==> config.mk <==
export PLATFORM = sky130hd
export DESIGN_NAME = cfgp_serial_port
export DESIGN_NICKNAME = d
export VERILOG_FILES = /design/src/rtl/cfgp_pkg.sv /design/src/rtl/cfgp_sync.sv /design/src/rtl/cfgp_frame_rx.sv /design/src/rtl/cfgp_regbank.sv /design/src/rtl/cfgp_readout.sv /design/src/rtl/cfgp_serial_port.sv
export SDC_FILE = /design/constraint.sdc
export NUM_CORES = 1
export LEC_CHECK = 0
export BUFFER_PORTS_ARGS = -buffer_cell sky130_fd_sc_hd__buf_2
export CELL_PAD_IN_SITES_DETAIL_PLACEMENT = 1
export CELL_PAD_IN_SITES_GLOBAL_PLACEMENT = 1
export CORE_ASPECT_RATIO = 0.75
export CORE_MARGIN = 2
export CORE_UTILIZATION = 49
export DETAILED_ROUTE_END_ITERATION = 12
export GPL_TIMING_DRIVEN = 0
export PLACE_DENSITY = 0.85
export SYNTH_ARGS = -nofsm -noshare
export SYNTH_HDL_FRONTEND = slang
export SYNTH_SLANG_ARGS = --single-unit
==> constraint.sdc <==
create_clock -name clk -period 2.9 [get_ports clk]
set_input_delay 0.29 -clock clk [delete_from_list [all_inputs] [get_ports clk]]
set_output_delay 0.29 -clock clk [all_outputs]
set_load 0.1 [all_outputs]
==> src/rtl/cfgp_pkg.sv <==
package cfgp_pkg;
   localparam int ADDR_W   = 6;
   localparam int DATA_W   = 8;
   localparam int N_SETUP  = 6;
   localparam int N_COLOUR = 3;

   typedef logic [ADDR_W-1:0] addr_t;
   typedef logic [DATA_W-1:0] word_t;

   localparam addr_t SETUP_ADDR [N_SETUP] = '{6'h01, 6'h02, 6'h03, 6'h06, 6'h08, 6'h09};
   localparam word_t SETUP_DEF  [N_SETUP] = '{8'h0F, 8'h23, 8'h1F, 8'h05, 8'h00, 8'h00};

   localparam addr_t A_SOFT_RST  = 6'h04;
   localparam addr_t A_SEQ_CLR   = 6'h05;
   localparam addr_t A_REVISION  = 6'h07;
   localparam addr_t A_OFF_BASE  = 6'h20;
   localparam addr_t A_OFF_ALL   = 6'h23;
   localparam addr_t A_GAIN_BASE = 6'h28;
   localparam addr_t A_GAIN_ALL  = 6'h2B;

   localparam word_t REVISION_ID = 8'h41;
   localparam word_t OFF_DEF     = 8'h80;
   localparam word_t GAIN_DEF    = 8'h5C;
endpackage

==> src/rtl/cfgp_sync.sv <==
module cfgp_sync #(
   parameter int STAGES = 2,
   parameter int WIDTH  = 1
) (
   input  logic             clk,
   input  logic             rst_n,
   input  logic [WIDTH-1:0] d_i,
   output logic [WIDTH-1:0] q_o,
   output logic [WIDTH-1:0] prev_o
);
   generate
      if (STAGES < 2) begin : g_bad_stages
         $error("cfgp_sync: STAGES must be at least 2");
      end
   endgenerate

   logic [WIDTH-1:0] stage_q [STAGES];
   logic [WIDTH-1:0] last_q;

   always_ff @(posedge clk or negedge rst_n) begin
      if (!rst_n) begin
         for (int s = 0; s < STAGES; s++) stage_q[s] <= '0;
         last_q <= '0;
      end else begin
         stage_q[0] <= d_i;
         for (int s = 1; s < STAGES; s++) stage_q[s] <= stage_q[s-1];
         last_q <= stage_q[STAGES-1];
      end
   end

   assign q_o    = stage_q[STAGES-1];
   assign prev_o = last_q;
endmodule

==> src/rtl/cfgp_frame_rx.sv <==
module cfgp_frame_rx
   import cfgp_pkg::*;
(
   input  logic  clk,
   input  logic  rst_n,
   input  logic  bit_stb_i,
   input  logic  bit_i,
   input  logic  commit_i,
   output logic  cmd_valid_o,
   output addr_t cmd_addr_o,
   output word_t cmd_data_o
);
   localparam int FRAME_W = ADDR_W + DATA_W;

   logic [FRAME_W-1:0] sh_q;

   always_ff @(posedge clk or negedge rst_n) begin
      if (!rst_n) begin
         sh_q        <= '0;
         cmd_valid_o <= 1'b0;
         cmd_addr_o  <= '0;
         cmd_data_o  <= '0;
      end else begin
         if (bit_stb_i) sh_q <= {sh_q[FRAME_W-2:0], bit_i};
         cmd_valid_o <= commit_i;
         if (commit_i) begin
            cmd_addr_o <= sh_q[FRAME_W-1:DATA_W];
            cmd_data_o <= sh_q[DATA_W-1:0];
         end
      end
   end

   // A strobe edge yields exactly one command cycle
   assert_single_cmd_R2: assert property (@(posedge clk) disable iff (!rst_n)
      cmd_valid_o |=> !cmd_valid_o)
      else $error("command valid held more than one cycle");
endmodule

==> src/rtl/cfgp_regbank.sv <==
module cfgp_regbank
   import cfgp_pkg::*;
#(
   parameter int PULSE_CYCLES = 2,
   parameter int RD_BIT       = 4
) (
   input  logic                       clk,
   input  logic                       rst_n,
   input  logic                       cmd_valid_i,
   input  addr_t                      cmd_addr_i,
   input  word_t                      cmd_data_i,
   output logic [N_SETUP*DATA_W-1:0]  setup_o,
   output logic [N_COLOUR*DATA_W-1:0] offset_o,
   output logic [N_COLOUR*DATA_W-1:0] gain_o,
   output logic                       rd_load_o,
   output word_t                      rd_word_o,
   output logic                       soft_rst_o,
   output logic                       seq_clr_o
);
   localparam int PW = $clog2(PULSE_CYCLES + 1);

   generate
      if (PULSE_CYCLES < 1) begin : g_bad_pulse
         $error("cfgp_regbank: PULSE_CYCLES must be at least 1");
      end
      if (RD_BIT < 0 || RD_BIT >= ADDR_W) begin : g_bad_rdbit
         $error("cfgp_regbank: RD_BIT outside the address");
      end else begin : g_map_check
         for (genvar i = 0; i < N_SETUP; i++) begin : g_chk
            if (SETUP_ADDR[i][RD_BIT]) begin : g_alias
               $error("cfgp_regbank: setup address collides with read bit");
            end
         end
      end
   endgenerate

   logic  wr_en, soft_hit, seq_hit, sw_busy;
   addr_t rd_addr;
   logic [PW-1:0] sw_cnt, seq_cnt;
   word_t setup_q [N_SETUP];
   word_t off_q   [N_COLOUR];
   word_t gain_q  [N_COLOUR];
   logic [N_SETUP-1:0]  setup_we;
   logic [N_COLOUR-1:0] off_we, gain_we;

   assign wr_en     = cmd_valid_i & ~cmd_addr_i[RD_BIT];
   assign rd_load_o = cmd_valid_i &  cmd_addr_i[RD_BIT];
   assign rd_addr   = cmd_addr_i & ~(addr_t'(1) << RD_BIT);
   assign soft_hit  = wr_en && (cmd_addr_i == A_SOFT_RST);
   assign seq_hit   = wr_en && (cmd_addr_i == A_SEQ_CLR);
   assign sw_busy   = (sw_cnt != '0);

   generate
      for (genvar i = 0; i < N_SETUP; i++) begin : g_setup_dec
         assign setup_we[i] = wr_en && (cmd_addr_i == SETUP_ADDR[i]);
         assign setup_o[i*DATA_W +: DATA_W] = setup_q[i];
      end
      for (genvar c = 0; c < N_COLOUR; c++) begin : g_colour_dec
         assign off_we[c]  = wr_en && ((cmd_addr_i == A_OFF_BASE + addr_t'(c)) ||
                                       (cmd_addr_i == A_OFF_ALL));
         assign gain_we[c] = wr_en && ((cmd_addr_i == A_GAIN_BASE + addr_t'(c)) ||
                                       (cmd_addr_i == A_GAIN_ALL));
         assign offset_o[c*DATA_W +: DATA_W] = off_q[c];
         assign gain_o[c*DATA_W +: DATA_W]   = gain_q[c];
      end
   endgenerate

   // self-timed strobes
   always_ff @(posedge clk or negedge rst_n) begin
      if (!rst_n) begin
         sw_cnt  <= '0;
         seq_cnt <= '0;
      end else begin
         if (soft_hit)          sw_cnt <= PW'(PULSE_CYCLES);
         else if (sw_cnt != '0) sw_cnt <= sw_cnt - 1'b1;
         if (seq_hit)            seq_cnt <= PW'(PULSE_CYCLES);
         else if (seq_cnt != '0) seq_cnt <= seq_cnt - 1'b1;
      end
   end

   assign soft_rst_o = sw_busy;
   assign seq_clr_o  = (seq_cnt != '0);

   always_ff @(posedge clk or negedge rst_n) begin
      if (!rst_n) begin
         for (int i = 0; i < N_SETUP; i++) setup_q[i] <= SETUP_DEF[i];
         for (int c = 0; c < N_COLOUR; c++) begin
            off_q[c]  <= OFF_DEF;
            gain_q[c] <= GAIN_DEF;
         end
      end else if (sw_busy) begin
         for (int i = 0; i < N_SETUP; i++) setup_q[i] <= SETUP_DEF[i];
         for (int c = 0; c < N_COLOUR; c++) begin
            off_q[c]  <= OFF_DEF;
            gain_q[c] <= GAIN_DEF;
         end
      end else begin
         for (int i = 0; i < N_SETUP; i++)
            if (setup_we[i]) setup_q[i] <= cmd_data_i;
         for (int c = 0; c < N_COLOUR; c++) begin
            if (off_we[c])  off_q[c]  <= cmd_data_i;
            if (gain_we[c]) gain_q[c] <= cmd_data_i;
         end
      end
   end

   always_comb begin
      rd_word_o = '0;
      for (int i = 0; i < N_SETUP; i++)
         if (rd_addr == SETUP_ADDR[i]) rd_word_o = setup_q[i];
      for (int c = 0; c < N_COLOUR; c++) begin
         if (rd_addr == A_OFF_BASE + addr_t'(c))  rd_word_o = off_q[c];
         if (rd_addr == A_GAIN_BASE + addr_t'(c)) rd_word_o = gain_q[c];
      end
      if (rd_addr == A_OFF_ALL)  rd_word_o = off_q[0];
      if (rd_addr == A_REVISION) rd_word_o = REVISION_ID;
   end

   // a read frame leaves every register untouched
   assert_read_no_write_R4: assert property (@(posedge clk) disable iff (!rst_n)
      (rd_load_o && !sw_busy) |=> ($stable(setup_o) && $stable(offset_o) && $stable(gain_o)))
      else $error("read frame modified a register");

   // gain broadcast leaves the three gains equal
   assert_gain_bcast_R10: assert property (@(posedge clk) disable iff (!rst_n)
      (wr_en && cmd_addr_i == A_GAIN_ALL && !sw_busy) |=>
         (gain_q[0] == gain_q[1] && gain_q[1] == gain_q[2]))
      else $error("gain broadcast did not reach all colours");

   // when the soft reset ends, defaults are in place
   assert_sw_defaults_R8: assert property (@(posedge clk) disable iff (!rst_n)
      ($fell(sw_busy) && !$past(cmd_valid_i)) |->
         (setup_q[0] == SETUP_DEF[0] && off_q[1] == OFF_DEF && gain_q[2] == GAIN_DEF))
      else $error("soft reset left non-default state");

   // the sequencer-clear pulse only starts from its strobe address
   assert_seq_pulse_src_R9: assert property (@(posedge clk) disable iff (!rst_n)
      $rose(seq_clr_o) |-> $past(seq_hit))
      else $error("sequencer clear without its strobe");
endmodule

==> src/rtl/cfgp_readout.sv <==
module cfgp_readout #(
   parameter int WORD_W = 8
) (
   input  logic              clk,
   input  logic              rst_n,
   input  logic              load_i,
   input  logic [WORD_W-1:0] word_i,
   input  logic              shift_i,
   input  logic              abort_i,
   input  logic              conv_i,
   output logic              od_o,
   output logic              busy_o
);
   localparam int CW = (WORD_W > 1) ? $clog2(WORD_W) : 1;
   localparam logic [CW-1:0] LAST = CW'(WORD_W - 1);

   generate
      if (WORD_W < 2) begin : g_bad_word
         $error("cfgp_readout: WORD_W must be at least 2");
      end
   endgenerate

   logic [WORD_W-1:0] sh_q;
   logic [CW-1:0]     cnt_q;
   logic              busy_q;

   always_ff @(posedge clk or negedge rst_n) begin
      if (!rst_n) begin
         sh_q   <= '0;
         cnt_q  <= '0;
         busy_q <= 1'b0;
      end else if (abort_i) begin
         busy_q <= 1'b0;
      end else if (load_i) begin
         sh_q   <= word_i;
         cnt_q  <= '0;
         busy_q <= 1'b1;
      end else if (busy_q && shift_i) begin
         if (cnt_q == LAST) begin
            busy_q <= 1'b0;
         end else begin
            sh_q  <= {sh_q[WORD_W-2:0], 1'b0};
            cnt_q <= cnt_q + 1'b1;
         end
      end
   end

   assign od_o   = busy_q ? sh_q[WORD_W-1] : conv_i;
   assign busy_o = busy_q;

   // the read ends only on a falling serial edge or a soft reset
   assert_read_end_on_edge_R5: assert property (@(posedge clk) disable iff (!rst_n)
      $fell(busy_q) |-> $past(shift_i || abort_i))
      else $error("read ended without a falling serial edge");

   // without an edge the read stays active
   assert_read_holds_R5: assert property (@(posedge clk) disable iff (!rst_n)
      (busy_q && !shift_i && !abort_i) |=> busy_q)
      else $error("read dropped while idle");
endmodule

==> src/rtl/cfgp_serial_port.sv <==
module cfgp_serial_port
   import cfgp_pkg::*;
#(
   parameter int SYNC_STAGES  = 2,
   parameter int PULSE_CYCLES = 2,
   parameter int RD_BIT       = 4
) (
   input  logic                       clk,
   input  logic                       rst_n,
   input  logic                       ser_clk_i,
   input  logic                       ser_din_i,
   input  logic                       load_strobe_i,
   input  logic                       conv_dat_i,
   output logic                       shared_do_o,
   output logic [N_SETUP*DATA_W-1:0]  setup_regs_o,
   output logic [N_COLOUR*DATA_W-1:0] offset_regs_o,
   output logic [N_COLOUR*DATA_W-1:0] gain_regs_o,
   output logic                       soft_rst_o,
   output logic                       colour_seq_clr_o
);
   // lane 0: serial clock, lane 1: strobe, lane 2: data
   logic [2:0] sync_q, sync_prev;
   logic       sclk_rise, sclk_fall, strobe_rise;
   logic       unused_din_prev;
   logic       cmd_valid, rd_load, sw_busy, rd_busy;
   addr_t      cmd_addr;
   word_t      cmd_data, rd_word;

   cfgp_sync #(.STAGES(SYNC_STAGES), .WIDTH(3)) u_sync (
      .clk    (clk),
      .rst_n  (rst_n),
      .d_i    ({ser_din_i, load_strobe_i, ser_clk_i}),
      .q_o    (sync_q),
      .prev_o (sync_prev)
   );

   assign sclk_rise       =  sync_q[0] & ~sync_prev[0];
   assign sclk_fall       = ~sync_q[0] &  sync_prev[0];
   assign strobe_rise     =  sync_q[1] & ~sync_prev[1];
   assign unused_din_prev =  sync_prev[2];

   cfgp_frame_rx u_rx (
      .clk         (clk),
      .rst_n       (rst_n),
      .bit_stb_i   (sclk_rise),
      .bit_i       (sync_q[2]),
      .commit_i    (strobe_rise),
      .cmd_valid_o (cmd_valid),
      .cmd_addr_o  (cmd_addr),
      .cmd_data_o  (cmd_data)
   );

   cfgp_regbank #(.PULSE_CYCLES(PULSE_CYCLES), .RD_BIT(RD_BIT)) u_bank (
      .clk         (clk),
      .rst_n       (rst_n),
      .cmd_valid_i (cmd_valid),
      .cmd_addr_i  (cmd_addr),
      .cmd_data_i  (cmd_data),
      .setup_o     (setup_regs_o),
      .offset_o    (offset_regs_o),
      .gain_o      (gain_regs_o),
      .rd_load_o   (rd_load),
      .rd_word_o   (rd_word),
      .soft_rst_o  (sw_busy),
      .seq_clr_o   (colour_seq_clr_o)
   );

   cfgp_readout #(.WORD_W(DATA_W)) u_out (
      .clk     (clk),
      .rst_n   (rst_n),
      .load_i  (rd_load),
      .word_i  (rd_word),
      .shift_i (sclk_fall),
      .abort_i (sw_busy),
      .conv_i  (conv_dat_i),
      .od_o    (shared_do_o),
      .busy_o  (rd_busy)
   );

   assign soft_rst_o = sw_busy;

   // a loaded read is active in the next cycle unless reset
   assert_read_starts_R5: assert property (@(posedge clk) disable iff (!rst_n)
      (rd_load && !sw_busy) |=> rd_busy)
      else $error("read load did not start readout");
endmodule

======== Word-level counts from Yosys, hierarchy flattened ========
Index checks and enable logic that the tools add are counted.
storage, ports and cells
  bits in registers ....................... 149
  output and inout bits ................... 99
operators by class
  reductions and logical operators ........ 42
  equal/unequal tests ..................... 32
  bitwise gates (word level) .............. 10
  add/sub/neg operators ................... 3
  muxes and demuxes ....................... 44
operator list
  cell                                              count
  2-to-1 mux 8 bit                                  29
  == test 6 bit, second input constant              8
  2-to-1 mux 24 bit                                 2
  2-to-1 mux 48 bit                                 1
  == test 5 bit, second input constant              7
  nonzero test 2 bit                                17
  == test 6 x 3 -> 1 bit, second input constant     3
  logical AND 1 bit                                 15
  == test 6 x 2 -> 1 bit, second input constant     2
  == test 6 x 4 -> 1 bit, second input constant     2
  == test 5 x 2 -> 1 bit, second input constant     2
  == test 5 x 3 -> 1 bit, second input constant     2
  == test 5 x 4 -> 1 bit, second input constant     2
  2-to-1 mux 3 bit                                  3
  2-to-1 mux 2 bit                                  4
  == test 6 x 1 -> 1 bit, second input constant     1
  logical OR 1 bit                                  6
  nonzero test 3 bit                                2
  bitwise AND 1 bit                                 5
  == test 5 x 1 -> 1 bit, second input constant     1
  2-to-1 mux 1 bit                                  5
  inverter 1 bit                                    5
  subtractor 2 x 1 -> 2 bit, second input constant  2
  adder 3 x 1 -> 3 bit, second input constant       1
  4 further kinds                                   4

======== Longest topological paths before layout ========
Gate-level depths: netlist (run 1).
  depth in word-level cells ............... 16
  depth in mapped cells ................... 9
  gate-level depth less buffers ........... 7

======== By module ========
Synthesis (run 1) repeated with hierarchy kept, for this count alone.
unflattened totals
  cell total of the unflattened synthesis .. 802
  area, all modules ....................... 7,837.5 µm²
modules (own cells, without submodules)
  module            cells each  area each (µm²)  instances
  cfgp_regbank      680         5,829.3          1
  cfgp_frame_rx     59          1,063.5          1
  cfgp_readout      48          675.6            1
  cfgp_sync         12          247.7            1
  cfgp_serial_port  3           21.3             1

======== Worst setup path before layout (run 1) ========
OpenSTA, ideal clock, no wires.
  path type ............................... flip-flop to output port
  start point ............................. reg u_bank.sw_cnt[0]
  end point ............................... out soft_rst_o
  setup slack ............................. 0.785 ns
  path buffers ............................ 2
  stages on the path, launching flop included .. 6
  data arrival time ....................... 1.825 ns
  path through ............................ dfrtp_1 -> inv_1 -> ha_1 -> buf_4 -> inv_2 -> clkbuf_1
between the ends
  cells in the longest elaborated chain, start to end .. 1
RTL lines
  element                 line                    RTL
  start, declared         cfgp_regbank.sv:39      logic [PW-1:0] sw_cnt, seq_cnt;
  start signal, assigned  cfgp_regbank.sv:74      if (soft_hit) sw_cnt <= PW'(PULSE_CYCLES);
  start signal, assigned  cfgp_regbank.sv:75      else if (sw_cnt != '0) sw_cnt <= sw_cnt - 1'b1;
  nonzero test 2 bit      cfgp_regbank.sv:51      assign sw_busy = (sw_cnt != '0);
  end, declared           cfgp_serial_port.sv:18  output logic soft_rst_o,
Every way passes these cells.

======== Final worst setup path (run 1) ========
  start point ............................. reg u_bank.sw_cnt[0]
  end point ............................... reg u_bank.off_q, in the netlist u_bank.offset_o[3]
between the ends
  cells in the longest elaborated chain, start to end .. 2
RTL lines
  element                                                  line                 RTL
  nonzero test 2 bit (*)                                   cfgp_regbank.sv:51
  2-to-1 mux 24 bit or nonzero test 2 bit (tied branches)  -
  end signal, assigned by index                            cfgp_regbank.sv:101  if (off_we[c]) off_q[c] <= cmd_data_i;
  end, declared                                            cfgp_regbank.sv:41   word_t off_q [N_COLOUR];
Every way passes the cells marked *; elsewhere a longest branch is shown, timed or not.
A chain may end at the register's enable or synchronous reset.

==> run summary, run 1 <==
Run status = finished, final reports clean
Avg Cell Area, Syn = 10.2 sq um
Chip Height = 113 microns
DRC viols = 0
Slew Viols, Final = 0
Peak VDD IR = 840 uV
Core Region = 0.0154 sq mm
DR top layer = met5
Die width = 150 microns
Top cells by area, synth = dfrtp_1 (39%), dfstp_2 (9.8%), mux2i_1 (9.0%)
Slowest stage delay, CP = 0.67 ns
Postcts setup bufs = 0
Area growth syn-to-layout = 18.4%
Routed via count = 7061
Mapped Cells = 763
Iteration-0 DRC Markers = 656
Critical Path RT = 3.21 ns
Clk_lat worst skew = 0.45 ns
Routability Congestion = 1.03
Die area = 0.0169 sq mm
Mapped cell area = 0.00779 sq mm
Post-synth EDFFs = 0
Cell taking the most area after synthesis = dfrtp_1
WL met2 = 13600 microns
Non-filler cells, final = 1108
Rows = 39
Slew HR = 32.8%
Crit-path max FO = 16
Most common cell on crit path = clkbuf_1
Layout cell share with drive strength beyond 1 = 29.0%
Crit share post-route = 83.7%
Crit start category = flip-flop
Sequential share of the synthesized area = 48.4%
Drt pass-1 iters = 5
# diodes = 0
First-pass GRT wire length = 46700 microns
Fin. Hold Viols = 0
Power density cells = 941 mW/mm^2
Fill cells = 1728
CTS Buf Count = 17
HP Class = flip-flop to flip-flop
Largest net degree at the start of global routing = 92
H-tree levels = 4
Final setup vio count = 0
Max Freq = 412 MHz
Vias per inst = 6.37
CP Class = flip-flop to flip-flop
Vias in the first global route = 7302
Metal3 WL = 2690 microns
Crit path max-delay family = buffers and inverters
Design area = 0.00922 sq mm
Clock Path Buffers = 2
Synth cell count leaders = dfrtp_1 (120), nand2_1 (80), mux2i_1 (70)
Final #Nets = 900
Post-Place Cells = 1073
Total grt overflow = 0
CTS Root Cell = clkbuf_16
Top_reg_cell synth = dfrtp_1
LEAKAGE = 0.00437 uW
Routed Antenna Nets = 0
Post-route met1 wirelength = 13400 microns
RSZ-0062 raised after global routing = no
Flops & latches, synth = 149
Yosys warnings = 0
Maxcap violations = 0
Slowest stage cell, crit path = clkbuf_1
WL per Instance = 27.7 microns
Arrival time at the worst endpoint = 2.74 ns
WP buf/inv = 5
Hold WS = 0.351 ns
Dpl hpwl = 21900 microns
Minimum clock period = 2.43 ns
Mapped Nets = 773
Critical Path Sink Type = flip-flop
Starting Density = 50.7%
Share of the synthesized area in the top cell type = 38.6%
Most common cell in the synthesized netlist = dfrtp_1
I/O pin count = 105
CTS tree = yes
Async SR Flop Fraction = 100%
Clk slew on worst S/H paths = 0.07 ns
Setup Skew = 0.00978 ns
Buffers added on ports = 104
Placed cell area = 0.00860 sq mm
Cell Chain, Critical Path = inv_1 -> ha_1 -> buf_4 -> inv_2 -> clkbuf_1 -> clkbuf_1 -> nor2_1
Clock sink count = 149
Final wirelength = 30600 microns
Aggregate global-route resource usage = 37.8%
Initial antenna violation count = 1
Worst slew pin tran = 1.01 ns
Yosys cell types = 77
-- path summary, 6_finish.rpt --
path | start | to | slack [ns] | cells past startpoint
max | u_bank.sw_cnt[0] | u_bank.offset_o[3] | 0.47 | 7
min | u_sync.stage_q[4] | u_sync.q_o[1] | 0.35 | 0
max reg2reg | u_bank.sw_cnt[0] | u_bank.offset_o[3] | 0.47 | 7
min reg2reg | u_sync.stage_q[4] | u_sync.q_o[1] | 0.35 | 0
max in group asynchronous | rst_n | u_bank.offset_o[23] | 1.63 | 3
min in group asynchronous | rst_n | u_bank.setup_o[21] | 0.39 | 2
-- cell type report --
type	instances	area (sq um)	share of cell area (%)
well taps	205	256	2.78
plain buffers	62	372	4.03
multi-input cells	538	3600	39.0
inverters	13	48.8	0.529
flip-flops and latches	149	3760	40.8
clock inverters	14	158	1.71
clock buffers	18	429	4.65
repair buffers	109	594	6.45
-- registers in the layout (all words and copies together) (netlist names), 3 cells and up --
register / flops
u_out.sh_q: 8
u_bank.offset_o: 24
u_rx.cmd_data_o: 8
u_rx.sh_q: 14
u_sync.q_o: 3
u_bank.setup_o: 48
u_rx.cmd_addr_o: 6
u_out.cnt_q: 3
u_bank.gain_o: 24
u_sync.stage_q: 3
-- what timing repair did --
action | 4_1_cts | 5_1_grt
hold endpoints to repair | 50 | 0
gates resized for setup | 0 | 0
setup endpoints to repair | 0 | 1
hold buffers | 4 | 0
-- per-stage QoR --
step / TNS (ns) / total power (uW) / setup WS [ns] / util, %
final: 0 / 8680 / 0.473 / 60.0
after global routing: 0 / 8980 / 0.243 / 60.0
after CTS: 0 / 8580 / 0.0669 / 60.0
after detailed placement: 0 / 6290 / 0.558 / 55.9
after global placement: -49.98 / 6160 / -0.430 / 55.7
after floorplan: 0 / 4970 / 0.785 / -
-- layout by cell type, fill, tap and decap left out, drive strengths merged, types with 7 or more instances in the layout --
cell	count
nand3	50
nand4	7
buf	145
a21oi	54
nor2	61
a22oi	8
mux2	28
dfrtp	120
nand3b	8
clkbuf	40
o22ai	9
nor2b	11
inv	22
nand2	80
o21ai	32
nand2b	14
mux2i	70
dfstp	29
nor3	11
-- metal layers --
layer,vias to the layer above,global-route usage (%)
met5,-,0
met4,2,13.5
met3,66,10.3
met2,352,56.5
met1,3637,53.0
li1,3004,-
-- kinds of logic after synthesis --
group	synth area share, %
compound gates	13.8
flops	48.4
xor+xnor	0.225
buf+inv	5.45
fa+ha+maj	0.643
mux	13.0
simple gates	18.5
-- power breakdown --
| group | leakage, uW | switching [uW] | internal (uW) | total [uW] |
|---|---|---|---|---|
| logic | 0.00217 | 2690 | 1140 | 3830 |
| clock network | 0.000291 | 1050 | 1230 | 2270 |
| registers | 0.00191 | 240 | 2340 | 2580 |
| total | 0.00437 | 3970 | 4710 | 8680 |
Power figures use the tool's default switching activity.
==> inputs of run 2 (changes only) <==
--- a/config.mk
+++ b/config.mk
@@ -10,10 +10,10 @@
 export CELL_PAD_IN_SITES_GLOBAL_PLACEMENT = 1
 export CORE_ASPECT_RATIO = 0.75
 export CORE_MARGIN = 2
-export CORE_UTILIZATION = 49
+export CORE_UTILIZATION = 41
 export DETAILED_ROUTE_END_ITERATION = 12
 export GPL_TIMING_DRIVEN = 0
-export PLACE_DENSITY = 0.85
+export PLACE_DENSITY = 0.76
 export SYNTH_ARGS = -nofsm -noshare
 export SYNTH_HDL_FRONTEND = slang
 export SYNTH_SLANG_ARGS = --single-unit
==> constraint.sdc (replaced) <==
create_clock -name clk -period 2.1 [get_ports clk]
set_input_delay 0.21 -clock clk [delete_from_list [all_inputs] [get_ports clk]]
set_output_delay 0.21 -clock clk [all_outputs]
set_load 0.1 [all_outputs]
==> run 2 against run 1 <==
  * The flow now finishes with violations (setup timing)
  * Die area grew 19%
  * Critical endpoint is now u_bank.gain_o[15]
  * Maximum frequency is 15% higher
  * Flip-flop and latch count is the same
  * Wire length is essentially flat
  * Worst hold slack worse by 0.039 ns
==> run summary, run 2 (synthesis results as in run 1) <==
Pre-CTS worst setup slack = -0.0984 ns
WL per Instance = 26.6 microns
First-pass GRT wire length = 45700 microns
Rows = 43
Power density cells = 1300 mW/mm^2
Buffers added on ports = 104
Routed via count = 7061
Worst slew pin tran = 1.06 ns
Core Region = 0.0186 sq mm
Commonest non-fill, non-tap cell in the layout = dfrtp_1
LEAKAGE = 0.00440 uW
Vias in the first global route = 7117
Crit. Startpoint = u_rx.cmd_addr_o[3]
RR Endpoint = u_bank.gain_o[15]
Most frequent cells in the layout = dfrtp_1 (119), buf_2 (114), nand2_1 (79)
Drt pass-1 iters = 5
Aggregate global-route resource usage = 31.5%
CTS Root Cell = clkbuf_16
Worst r2r src = u_rx.cmd_addr_o[3]
Final WS setup = -0.00811 ns
Routed Antenna Nets = 0
H-tree levels = 4
Final setup vio count = 1
Largest net degree at the start of global routing = 90
Crit-path max FO = 10
Reg area = 0.00377 sq mm
Initial antenna violation count = 0
Clock Path Buffers = 2
End of the critical path = u_bank.gain_o[15]
Non-filler cells, final = 1152
Int Pwr = 6820 uW
Most common cell on crit path = buf_4
Vias per inst = 6.13
Crit start category = flip-flop
Final wirelength = 30700 microns
RSZ-0062 raised after global routing = yes
Flop2flop setup slack = -0.008 ns
Clk slew on worst S/H paths = 0.07 ns
Multi-input logic area = 0.00366 sq mm
Setup Skew = 0.0132 ns
Arrival time at the worst endpoint = 2.40 ns
Sequential share of power = 29.0%
# diodes = 0
Slew Viols, Final = 0
Run status = finished with violations
Comb pwr share = 44.2%
Fin. Hold Viols = 0
CP Class = flip-flop to flip-flop
Slowest stage delay, CP = 0.44 ns
Slowest stage cell, crit path = nand4_2
Clk_lat worst skew = 0.44 ns
Critical Path Sink Type = flip-flop
Worst R2R Path Depth = 6
Area growth syn-to-layout = 21.0%
Minimum clock period = 2.11 ns
Total grt overflow = 0
CTS Buf Count = 17
Crit share post-route = 100%
Final #Nets = 902
Failing checks = setup timing
Max Freq = 474 MHz
Layout cell share with drive strength beyond 1 = 30.9%
Final Core Density = 50.7%
Starting Density = 41.9%
Switching Share = 44.5%
Cell Chain, Critical Path = buf_4 -> buf_4 -> buf_2 -> nand4_2 -> mux2i_1 -> nor2_1
Clock share of power = 26.8%
DRC viols = 0
Critical Path RT = 2.40 ns
I/O pin count = 105
Iteration-0 DRC Markers = 716
Dpl hpwl = 21400 microns
HP Class = input port to async pin
Peak VDD IR = 600 uV
Die area = 0.0201 sq mm
CTS tree = yes
Switching power of the nets = 5470 uW
Die width = 163 microns
Hold WS = 0.312 ns
Chip Height = 123 microns
Clock sink count = 149
Total Neg Setup Slack = -0.00811 ns
Fill cells = 2105
Max reg flops = 48
Slew HR = 29.2%
Maxcap violations = 0
Routability Congestion = 0.986
Post-Place Cells = 1115
==> run 2: cell count changes in the layout (fill, tap and decap cells not counted), sizes merged <==
cell,previous run,this run
buf,145,141
bufinv,1,3
clkbuf,40,45
clkinv,4,1
clkinvlp,0,3
inv,22,21
==> run 2: final cells by class <==
type,count,share of cell area (%)
inverters,13,0.518
multi-input cells,538,38.9
clock inverters,15,2.05
repair buffers,110,6.50
plain buffers,63,4.26
clock buffers,17,4.52
well taps,247,3.28
flip-flops and latches,149,40.0
==> run 2: power by group through the flow <==
stage / Combinational [uW] / Clock, uW / Sequential [uW]
detailed placement: 5070 / 0 / 3590
floorplan: 3220 / 0 / 3660
global placement: 5000 / 0 / 3570
CTS: 5170 / 3320 / 3550
finish: 5430 / 3290 / 3570
global route: 5680 / 3430 / 3610
==> run 2: worst min path at each step <==
stage	to	slack (ns)	cells past startpoint	from
2_1_floorplan	u_bank.gain_o[0]	-0.09	0	rst_n
3_3_place_gp	u_sync.stage_q[5]	0.32	1	ser_din_i
3_5_place_dp	u_bank.setup_o[36]	0.22	1	rst_n
4_1_cts	u_bank.setup_o[36]	0.31	2	rst_n
5_1_grt	u_bank.setup_o[36]	0.37	2	rst_n
6_report	u_bank.setup_o[36]	0.31	2	rst_n
==> run 2: critical path, delay by kind of cell (launching register included) <==
family	cells	cell delay, ns
simple gates	2	0.50
mux	1	0.30
buf+inv	3	0.74
flops	1	0.42
==> run 2: stage by stage <==
step / cell area [sq um] / total power (uW)
after global placement: 8620 / 8570
after CTS: 9330 / 12000
final: 9420 / 12300
after floorplan: 7790 / 6870
after detailed placement: 8650 / 8670
after global routing: 9420 / 12700
==> run 2: repair_timing <==
item | 4_1_cts | 5_1_grt
hold buffers | 4 | 0
hold endpoints to repair | 50 | 0
setup buffers | 0 | 1
cloned | 0 | 0
setup endpoints to repair | 12 | 68
pin swaps | 0 | 2
gates resized for setup | 8 | 24
==> run 2: per-layer routing <==
metal	vias up	wire, microns	global-route usage (%)
li1	3008	-	-
met1	3653	13600	43.5
met2	345	13600	47.6
met3	55	2690	8.42
met4	0	783	11.4
met5	-	0	0
==> inputs of run 3 (changes only) <==
--- a/config.mk
+++ b/config.mk
@@ -9,7 +9,6 @@
 export CELL_PAD_IN_SITES_DETAIL_PLACEMENT = 1
 export CELL_PAD_IN_SITES_GLOBAL_PLACEMENT = 1
 export CORE_ASPECT_RATIO = 0.75
-export CORE_MARGIN = 2
 export CORE_UTILIZATION = 41
 export DETAILED_ROUTE_END_ITERATION = 12
 export GPL_TIMING_DRIVEN = 0
==> constraint.sdc (replaced) <==
create_clock -name clk -period 2.1 [get_ports clk]
set_input_delay 0.42 -clock clk [delete_from_list [all_inputs] [get_ports clk]]
set_output_delay 0.42 -clock clk [all_outputs]
set_load 0.1 [all_outputs]
==> run 3 against run 2 <==
  * The run still ends with setup timing left
  * Worst hold slack got worse by 0.22 ns
  * Utilization increased by 0.41 points
  * Clock-buffer cell count increased by 5
  * Sequential share of layout area decreased by 0.32 points
==> run summary, run 3 (synthesis results as in run 1) <==
Power density cells = 1310 mW/mm^2
Layout cell share with drive strength beyond 1 = 31.3%
Critical Path Sink Type = flip-flop
Total grt overflow = 0
Met1 Resource Use GR = 46.2%
Worst R2R Path Depth = 6
Commonest non-fill, non-tap cell in the layout = dfrtp_1
Final setup vio count = 1
Iteration-0 DRC Markers = 781
Hold Crit Endpoint = u_sync.stage_q[3]
Clk slew on worst S/H paths = 0.06 ns
CTS tree = yes
Routed via count = 7009
Fill cells = 2086
Pre-CTS worst setup slack = -0.0843 ns
Die width = 161 microns
Total Neg Setup Slack = -0.0000882 ns
Worst hold stages = 1
Die area = 0.0196 sq mm
Max Freq = 476 MHz
CTS Buf Count = 17
Crit start category = flip-flop
Starting Density = 41.9%
Post-Place Cells = 1115
Clock sink count = 149
First-pass GRT wire length = 45900 microns
Fin. Hold Viols = 0
Peak VDD IR = 666 uV
Clock Path Buffers = 2
# diodes = 0
Critical Path RT = 2.44 ns
Final WS setup = -0.0000882 ns
LEAKAGE = 0.00444 uW
Non-filler cells, final = 1152
Slew Viols, Final = 0
Core Region = 0.0186 sq mm
Worst slew pin tran = 1.08 ns
WL per Instance = 26.7 microns
Routing usage on met2 = 49.0%
HP Class = input port to flip-flop
Routability Congestion = 0.996
Drt pass-1 iters = 5
Max reg flops = 48
Chip Height = 121 microns
RSZ-0062 raised after global routing = yes
Minimum clock period = 2.10 ns
Rows = 43
Slew HR = 28.1%
Crit-path max FO = 10
Routed Antenna Nets = 0
CP Class = flip-flop to flip-flop
Final wirelength = 30700 microns
Arrival time at the worst endpoint = 2.44 ns
Worst r2r src = u_rx.cmd_addr_o[2]
Global routing's busiest layer = met2
Area growth syn-to-layout = 22.0%
Flop2flop setup slack = -0.00009 ns
Aggregate global-route resource usage = 32.5%
Maxcap violations = 0
Run status = finished with violations
I/O pin count = 105
Crit share post-route = 100%
Vias per inst = 6.08
Buffers added on ports = 104
Global routing usage on met3 = 7.48%
H-tree levels = 4
Largest net degree at the start of global routing = 96
Dpl hpwl = 21600 microns
Initial antenna violation count = 0
Vias in the first global route = 7098
RR Endpoint = u_out.sh_q[5]
Clk_lat worst skew = 0.43 ns
Hold Startpoint = ser_clk_i
DRC viols = 0
Final #Nets = 904
Most frequent cells in the layout = dfrtp_1 (119), buf_2 (112), nand2_1 (79)
Failing checks = setup timing
Setup Skew = 0.0115 ns
CTS Root Cell = clkbuf_16
## run 3: changes by cell type in the layout (fill, tap and decap cells not counted), moves of 3 or more
cell | previous run | this run
buf_4 | 14 | 22
dlygate4sd3_1 | 4 | 1
inv_6 | 6 | 2
clkbuf_1 | 19 | 23
## run 3: report_power, final
group	internal, uW	switching [uW]	total, uW
logic	1800	3840	5650
registers	3230	332	3570
clock network	2040	1220	3260
## run 3: layout make-up
type | count | area, sq um | area share, %
flip-flops and latches | 149 | 3770 | 39.7
multi-input cells | 538 | 3690 | 38.9
repair buffers | 113 | 639 | 6.73
clock buffers | 22 | 464 | 4.89
plain buffers | 62 | 415 | 4.37
well taps | 247 | 309 | 3.25
clock inverters | 8 | 149 | 1.57
inverters | 13 | 57.6 | 0.606
## run 3: metal layers
metal  vias up  part of all wire [%]
met3        46                   7.0
met4         0                   2.5
met1      3630                    46
met2       323                    45
li1       3010                     -
met5         -                     0
## run 3: worst max-delay path by stage
stage                        from            endpoint  slack, ns  cells past startpoint
2_1_floorplan  u_bank.offset_o[4]       u_out.sh_q[4]       0.20                      5
3_3_place_gp                rst_n  u_rx.cmd_data_o[3]      -1.60                      1
3_5_place_dp     u_bank.sw_cnt[0]  u_bank.offset_o[4]      -0.08                      7
4_1_cts          u_bank.sw_cnt[0]          soft_rst_o      -0.03                      6
5_1_grt        u_rx.cmd_addr_o[3]   u_bank.gain_o[10]      -0.04                      6
6_report       u_rx.cmd_addr_o[2]       u_out.sh_q[5]   -0.00009                      6
## run 3: worst max-delay path, stage by stage (launching register included)
cell,delay [ns]
dfrtp_2,0.48
nor3b_4,0.34
buf_2,0.33
nand3_1,0.12
a22oi_1,0.32
o22ai_2,0.19
a211oi_2,0.24
## run 3: timing repair
action                                  4_1_cts  5_1_grt
gates resized for setup                      17       27
setup buffers                                 0        7
hold endpoints to repair                     44        0
pin swaps                                     0        4
endpoints found under the setup margin       18       30
hold buffers                                  1        0
## run 3: per-stage QoR
step	power (uW)	hold slack, ns	util, %	cell area (sq um)
after CTS	12200	0.0853	50.3	9340
final	12500	0.0921	51.2	9500
after global placement	8600	0.332	46.4	8620
after floorplan	6870	0.124	-	7790
after global routing	12900	0.0825	51.2	9500
after detailed placement	8700	0.343	46.6	8650
